--- config.mk ---
export PLATFORM = sky130hd
export DESIGN_NAME = rmod_ripple_add
export DESIGN_NICKNAME = d
export VERILOG_FILES = /design/src/rtl/rmod_pkg.sv /design/src/rtl/rmod_digit_cell.sv /design/src/rtl/rmod_ripple_add.sv
export SDC_FILE = /design/constraint.sdc
export NUM_CORES = 1
export LEC_CHECK = 0
export ABC_AREA = 1
export CAP_MARGIN = 20
export CELL_PAD_IN_SITES_DETAIL_PLACEMENT = 1
export CELL_PAD_IN_SITES_GLOBAL_PLACEMENT = 1
export CORE_MARGIN = 5
export CORE_UTILIZATION = 33
export DETAILED_ROUTE_END_ITERATION = 8
export PLACE_DENSITY_LB_ADDON = 0.05
export SLEW_MARGIN = 40
export SYNTH_ARGS = -nofsm -noshare
export SYNTH_HDL_FRONTEND = slang
export SYNTH_SLANG_ARGS = --single-unit
--- constraint.sdc ---
create_clock -name vclk -period 12
set_clock_uncertainty 0.2 [all_clocks]
set_input_delay 1.2 -clock vclk [all_inputs]
set_output_delay 1.2 -clock vclk [all_outputs]
set_load 0.02 [all_outputs]
--- src/rtl/rmod_pkg.sv ---
package rmod_pkg;

    typedef enum logic [0:0] {
        CELL_FULL = 1'b0,
        CELL_TOP  = 1'b1
    } cell_kind_e;

    function automatic int digit_width(input int radix);
        int w;
        w = $clog2(radix);
        if (w < 1) w = 1;
        return w;
    endfunction

    function automatic longint int_power(input int base, input int expo);
        longint acc;
        acc = 1;
        for (int k = 0; k < expo; k++) acc = acc * base;
        return acc;
    endfunction

endpackage

--- src/rtl/rmod_digit_cell.sv ---
module rmod_digit_cell
    import rmod_pkg::*;
#(
    parameter int         RADIX = 5,
    parameter int         DW    = 3,
    parameter cell_kind_e KIND  = CELL_FULL
) (
    input  logic [DW-1:0] a_i,
    input  logic [DW-1:0] b_i,
    input  logic          cin_i,
    output logic [DW-1:0] dig_o,
    output logic          cout_o
);
    localparam logic [DW:0] RAD = (DW+1)'(RADIX);

    logic [DW:0] total;
    logic [DW:0] less_rad;
    logic [DW:0] chosen;
    logic        over;
    logic        chosen_top_unused;

    always_comb begin
        total    = {1'b0, a_i} + {1'b0, b_i} + {{DW{1'b0}}, cin_i};
        over     = (total >= RAD);
        less_rad = total - RAD;
        chosen   = over ? less_rad : total;
    end

    assign dig_o             = chosen[DW-1:0];
    assign chosen_top_unused = chosen[DW];

    generate
        if (KIND == CELL_FULL) begin : g_carry
            assign cout_o = over;
        end else begin : g_nocarry
            assign cout_o = 1'b0;
        end
    endgenerate

endmodule

--- src/rtl/rmod_ripple_add.sv ---
module rmod_ripple_add
    import rmod_pkg::*;
#(
    parameter int RADIX  = 5,
    parameter int DIGITS = 3,
    localparam int DW    = digit_width(RADIX),
    localparam int W     = DIGITS * DW
) (
    input  logic [W-1:0] a_i,
    input  logic [W-1:0] b_i,
    output logic [W-1:0] sum_o
);
    logic [DIGITS-1:0] carry;
    logic              top_cout_unused;

    assign carry[0] = 1'b0;

    generate
        for (genvar k = 0; k < DIGITS; k++) begin : g_pos
            if (k < DIGITS - 1) begin : g_full
                rmod_digit_cell #(
                    .RADIX (RADIX),
                    .DW    (DW),
                    .KIND  (CELL_FULL)
                ) cell_i (
                    .a_i    (a_i[k*DW +: DW]),
                    .b_i    (b_i[k*DW +: DW]),
                    .cin_i  (carry[k]),
                    .dig_o  (sum_o[k*DW +: DW]),
                    .cout_o (carry[k+1])
                );
            end else begin : g_top
                rmod_digit_cell #(
                    .RADIX (RADIX),
                    .DW    (DW),
                    .KIND  (CELL_TOP)
                ) cell_i (
                    .a_i    (a_i[k*DW +: DW]),
                    .b_i    (b_i[k*DW +: DW]),
                    .cin_i  (carry[k]),
                    .dig_o  (sum_o[k*DW +: DW]),
                    .cout_o (top_cout_unused)
                );
            end
        end
    endgenerate

endmodule

==> out/metrics.yaml, run 1 <==
pwr:
  ir_worst_vdd_mv: 0.04409
  power_density_mw_per_mm2: 101.5
  clkPwrFrac_pct: 0
  pwr-share-comb_pct: 100.0
  total_power_mw: 0.1001
  leakage_nw: 0.5580
  power_switching_mw: 0.05376
  p_int_mw: 0.04634
  netSwitchingFraction_pct: 53.70
  seq_power_share_pct: 0
worst_setup_path:
  critPathArrivalTime_ps: 6570
  cp-end-kind: "output pin"
  criticalPathCategory: "in2out"
  path_max_fanout: 3
  start_kind: "primary input"
  required_ps: 10600
finish:
  seq_cells: 0
  drive_above_1_share_pct: 8.029
  final_net_count: 175
  fillers: 277
  ff_latch_area_sq_um: 0
  antenna_cells: 0
  synthToLayoutAreaGrowth_pct: 44.59
  fin_area_sq_um: 985.9
  n_clock_buffer: 0
detailed_routing:
  via_per_inst: 4.518
  vias: 741
  wl_mm: 1.667
  dr.pass1.iters: 4
  drc: 0
  drt.antenna.violating_nets: 0
  avgRoutedWirePerCell_microns: 10.16
  dr.first_iter.drc_count: 3
yosys:
  ys_types: 14
  synth_area_per_cell_sq_um: 6.199
  netlist_area_sq_um: 681.9
  synth_fa_ha_area_share_pct: 38.53
  synth_compound_area_share_pct: 0.7339
  synth_top_family_by_area: "simple AND/OR/NAND/NOR gates"
  synth_mux_area_share_pct: 0
  yosysSeqAreaShare_pct: 0
  ys_warn_count: 0
  synthSimpleGateAreaFrac_pct: 45.32
  synth_xor_area_share_pct: 0
  syn-instance-count: 110
  syn-num-nets: 146
floorplanning:
  fp.dieArea_sq_mm: 0.003075
  dieHeight_microns: 55.46
  core_sq_mm: 0.001962
  io_pins: 27
  die_x_microns: 55.46
  start_util_pct: 34.76
  rows: 16
clock_network:
  cts_resized: 0
  postCtsSetupRepairBufs: 0
  holdBufCountCts: 0
timing:
  fmax_ghz: 0.1255
  finalSetupTns_ps: 0
  setup_violations: 0
  finalMaxSlewViolations: 0
  period_needed_ps: 7968
  hold_ws_ps: 3546
  hold_viol_final: 0
  setup_slack_ps: 4032
  worst_slew_pin_slew_ps: 222.8
  rsz0062_at_grt: "false"
  slew_headroom_pct: 85.10
  final.period_utilization_pct: 66.40
placement:
  placed_area_sq_um: 985.9
  place_ws_ps: 3991
  hpwl_mm: 1.611
  portBuffers: 27
  gp_congestion: 0.6870
worst_hold_path:
  worstHoldPathType: "in2out"
global_route:
  grt_pass1_vias: 746
  grt_usage_pct: 10.75
  grt_overflow: 0
  grt_pass1_wl_mm: 2.891
  grt_max_degree: 5
  antenna_found_initial: 0
job:
  maxCapViolCount: 0
outcome:
  status: "completed"
==> kinds of logic (layout without fill, tap and decap cells) <==
group / after synthesis / after routing
buffers and inverters: 28 / 55
and+or+nand+nor: 63 / 63
AOI/OAI and AO/OA: 1 / 1
adders and majority gates: 18 / 18
==> placed cells by master (no fill, tap or decap) <==
cell / netlist / routed
nand2_1: 34 / 34
inv_1: 27 / 27
clkdlybuf4s50_1: 0 / 27
ha_1: 13 / 13
nand3_1: 12 / 12
nand2_2: 5 / 5
fa_1: 5 / 5
nor2_1: 3 / 3
nand3b_1: 3 / 3
nand3_2: 2 / 2
nor2_2: 2 / 2
or2_1: 1 / 1
nand3_4: 1 / 1
inv_2: 1 / 1
o21ai_0: 1 / 1
==> worst paths after layout <==
kind	start	cells past startpoint	endpoint
setup / recovery	b_i[0]	27	sum_o[6]
hold / removal	b_i[0]	6	sum_o[0]
==> layout make-up <==
type	count	area, sq um	share of cell area, %
timing repair buffer	27	270.3	27.41
tap	27	33.78	3.426
multi-input combinational	82	576.8	58.50
inverter	28	105.1	10.66
==> metal layers <==
| layer | up-vias | track usage, % | wire (microns) |
|---|---|---|---|
| li1 | 389 | - | - |
| met1 | 335 | 11.54 | 657 |
| met2 | 15 | 22.47 | 925 |
| met3 | 2 | 0.9324 | 59 |
| met4 | 0 | 1.389 | 24 |
| met5 | - | 0 | 0 |
==> power by group through the flow <==
stage	clock network (mW)	registers [mW]	logic [mW]
after detailed placement	0	0	0.102
after global routing	0	0	0.112
after floorplan	0	0	0.0622
after global placement	0	0	0.0984
after CTS	0	0	0.102
final	0	0	0.100
==> Yosys cell counts <==
cell type	n	area (sq um)
nand2_1	34	127.6
inv_1	27	101.4
ha_1	13	162.7
nand3_1	12	60.06
fa_1	5	100.1
nand2_2	5	31.28
nand3b_1	3	22.52
nor2_1	3	11.26
nand3_2	2	20.02
nor2_2	2	12.51
inv_2	1	3.750
nand3_4	1	17.52
o21ai_0	1	5.000
or2_1	1	6.260
==> critical path, cell delays in order <==
cell	delay (ps)
clkdlybuf4s50_1	460
ha_1	200
inv_1	70
fa_1	480
ha_1	220
inv_1	50
nand2_1	70
nand3_4	100
nand2_2	80
fa_1	400
inv_1	80
fa_1	450
ha_1	220
inv_1	50
nand2_1	50
nand3_2	100
nand2_2	70
fa_1	410
inv_1	90
fa_1	460
ha_1	260
nand2_1	100
nand3_2	100
nand2_1	100
nand2_1	50
nand2_1	50
clkdlybuf4s50_1	590
==> stage by stage <==
step	utilization, %	std cells
after floorplan	-	110
after global placement	50.26	164
after detailed placement	50.26	164
after CTS	50.26	164
after global routing	50.26	164
final	50.26	164
Power figures use the tool's default switching activity.
==> run 2, diff against run 1 <==
--- a/config.mk
+++ b/config.mk
@@ -10,7 +10,7 @@
 export CELL_PAD_IN_SITES_DETAIL_PLACEMENT = 1
 export CELL_PAD_IN_SITES_GLOBAL_PLACEMENT = 1
 export CORE_MARGIN = 5
-export CORE_UTILIZATION = 33
+export CORE_UTILIZATION = 28
 export DETAILED_ROUTE_END_ITERATION = 8
 export PLACE_DENSITY_LB_ADDON = 0.05
 export SLEW_MARGIN = 40
==> constraint.sdc (replaced) <==
create_clock -name vclk -period 7.3
set_clock_uncertainty 0.2 [all_clocks]
set_input_delay 0.73 -clock vclk [all_inputs]
set_output_delay 0.73 -clock vclk [all_outputs]
set_load 0.02 [all_outputs]
==> run 2 against run 1 <==
Against the previous run:
- cell count up 0.61%
- highest routed layer is now met3
- die area up 15%
- wire length down 0.60%
- via count up 0.40%
- first-iteration DRC count rose to 5.3 times the previous value
- worst setup slack worse by 3600 ps
- non-clock buffer count unchanged
- cell area up 0.63%
- power up 63%
- global-route usage down 1.1 points
- combinational power up 63%
==> out/metrics.yaml, run 2 (synthesized netlist as in run 1, its figures left out) <==
outcome:
  status: "completed"
global_route:
  antenna_found_initial: 0  # unchanged
  grt_pass1_vias: 752  # +0.80%
  grt_usage_pct: 9.613  # -1.1 points
  grt_max_degree: 5  # unchanged
  grt_overflow: 0  # unchanged
  grt_pass1_wl_mm: 2.794  # -3.4%
finish:
  seq_cells: 0  # unchanged
  multi_input_area_sq_um: 576.8  # unchanged
  n_clock_buffer: 0  # unchanged
  drive_above_1_share_pct: 8.029  # unchanged
  layout_common_cells: "34 x nand2_1, 27 x inv_1, 25 x clkdlybuf4s50_1"
  fillers: 303  # +9.4%
  final_core_util_pct: 43.60  # -6.7 points
  final_net_count: 175  # unchanged
  ff_latch_area_sq_um: 0  # unchanged
  layout_commonest_cell: "nand2_1"
  synthToLayoutAreaGrowth_pct: 45.50
  antenna_cells: 0  # unchanged
floorplanning:
  rows: 17  # +1
  die_x_microns: 59.35  # +7.0%
  core_sq_mm: 0.002276  # +16%
  io_pins: 27  # unchanged
  dieHeight_microns: 59.35  # +7.0%
  start_util_pct: 29.96  # -4.8 points
  fp.dieArea_sq_mm: 0.003522  # +15%
worst_setup_path:
  required_ps: 6370  # -4230 ps
  criticalPathCategory: "in2out"
  start_kind: "primary input"
  critPathArrivalTime_ps: 5920  # -650 ps
  path_max_fanout: 3  # unchanged
  cp-end-kind: "output pin"
detailed_routing:
  drt.antenna.violating_nets: 0  # unchanged
  dr.pass1.iters: 2  # -2
  drc: 0  # unchanged
  via_per_inst: 4.509  # -0.20%
  dr.first_iter.drc_count: 16  # +13
  avgRoutedWirePerCell_microns: 10.04  # -1.2%
  vias: 744  # +0.40%
  wl_mm: 1.657  # -0.60%
pwr:
  netSwitchingFraction_pct: 54.17  # +0.47 points
  leakage_nw: 0.5783  # +3.6%
  pwr-share-comb_pct: 100.0  # about the same
  power_density_mw_per_mm2: 164.2  # +62%
  clkPwrFrac_pct: 0  # unchanged
  seq_power_share_pct: 0  # unchanged
  power_switching_mw: 0.08825  # +64%
  ir_worst_vdd_mv: 0.07664  # +74%
  p_int_mw: 0.07465  # +61%
timing:
  worst_slew_pin_slew_ps: 229.1  # +6.309 ps
  finalMaxSlewViolations: 0  # unchanged
  finalSetupTns_ps: 0  # unchanged
  fmax_ghz: 0.1460
  slew_headroom_pct: 84.68  # -0.42 points
  period_needed_ps: 6851
  hold_viol_final: 0  # unchanged
  setup_violations: 0  # unchanged
  rsz0062_at_grt: "false"
  final.period_utilization_pct: 93.85
placement:
  portBuffers: 27  # unchanged
  hpwl_mm: 1.607  # -0.19%
  gp_congestion: 0.7698  # +12%
worst_hold_path:
  hp-start: "b_i[8]"
  whs_path_depth: 8  # +2
  hold_end: "sum_o[6]"
  worstHoldPathType: "in2out"
job:
  maxCapViolCount: 0  # unchanged
-- run 2: metrics by stage --
stage,power [mW],instance area (sq um),setup slack (ps),hold WS [ps],instances
CTS,0.1684,987.2,227.6,2600,165
detailed placement,0.1678,987.2,232.3,2597,165
finish,0.1629,992.2,448.7,2324,165
global placement,0.1628,987.2,373.2,2586,165
global route,0.1844,992.2,173.7,2400,165
floorplan,0.1023,681.9,1547,1623,110
-- run 2: power by group through the flow --
stage | combinational (mW) | sequential, mW | clock, mW
4_1_cts | 0.168 | 0 | 0
2_1_floorplan | 0.102 | 0 | 0
3_3_place_gp | 0.163 | 0 | 0
5_1_grt | 0.184 | 0 | 0
3_5_place_dp | 0.168 | 0 | 0
6_report | 0.163 | 0 | 0
-- run 2: how the worst max path moves through the flow --
stage                     startpoint        to  slack [ps]  depth (start not counted)
final                         a_i[0]  sum_o[8]         450                         24
after global routing          a_i[0]  sum_o[8]         170                         23
after CTS                     a_i[0]  sum_o[6]         230                         27
after detailed placement      a_i[0]  sum_o[6]         230                         27
after global placement        a_i[0]  sum_o[7]         370                         27
after floorplan               a_i[0]  sum_o[6]        1550                         25
-- run 2: layer usage --
metal / GRT usage [%] / routed length, microns / share of wire (%) / vias to the layer above
met3: 0.8715 / 75 / 4.5 / 0
li1: - / - / - / 388
met1: 10.84 / 696 / 42 / 343
met4: 0 / 0 / 0 / 0
met5: 0 / 0 / 0 / -
met2: 19.97 / 885 / 53 / 13
-- run 2: repair_timing --
| item | 4_1_cts | 5_1_grt |
|---|---|---|
| setup buffers | 0 | 0 |
| endpoints found under the hold margin | 0 | 0 |
| resized for setup | 0 | 2 |
| hold buffers | 0 | 0 |
| setup endpoints to repair | 0 | 2 |
-- run 2: critical path, stage by stage --
cell and delay, ps:
clkdlybuf4s50_1 460, ha_1 190, inv_1 70, fa_1 490, ha_1 220, inv_1 50, nand2_1 70, nand3_4 100
nand2_2 80, fa_1 390, inv_1 80, fa_1 450, ha_1 220, inv_1 60, nand2_1 60, nand3_2 100
nand2_2 80, fa_1 410, inv_1 90, fa_1 460, ha_1 250, nand3b_1 160, nand2_1 60, clkdlybuf4s50_1 590
-- run 2: final cells by class --
class | count | area share (%)
multi-input combinational | 82 | 58.13
timing repair buffer | 27 | 27.74
inverter | 28 | 10.59
tap | 28 | 3.531
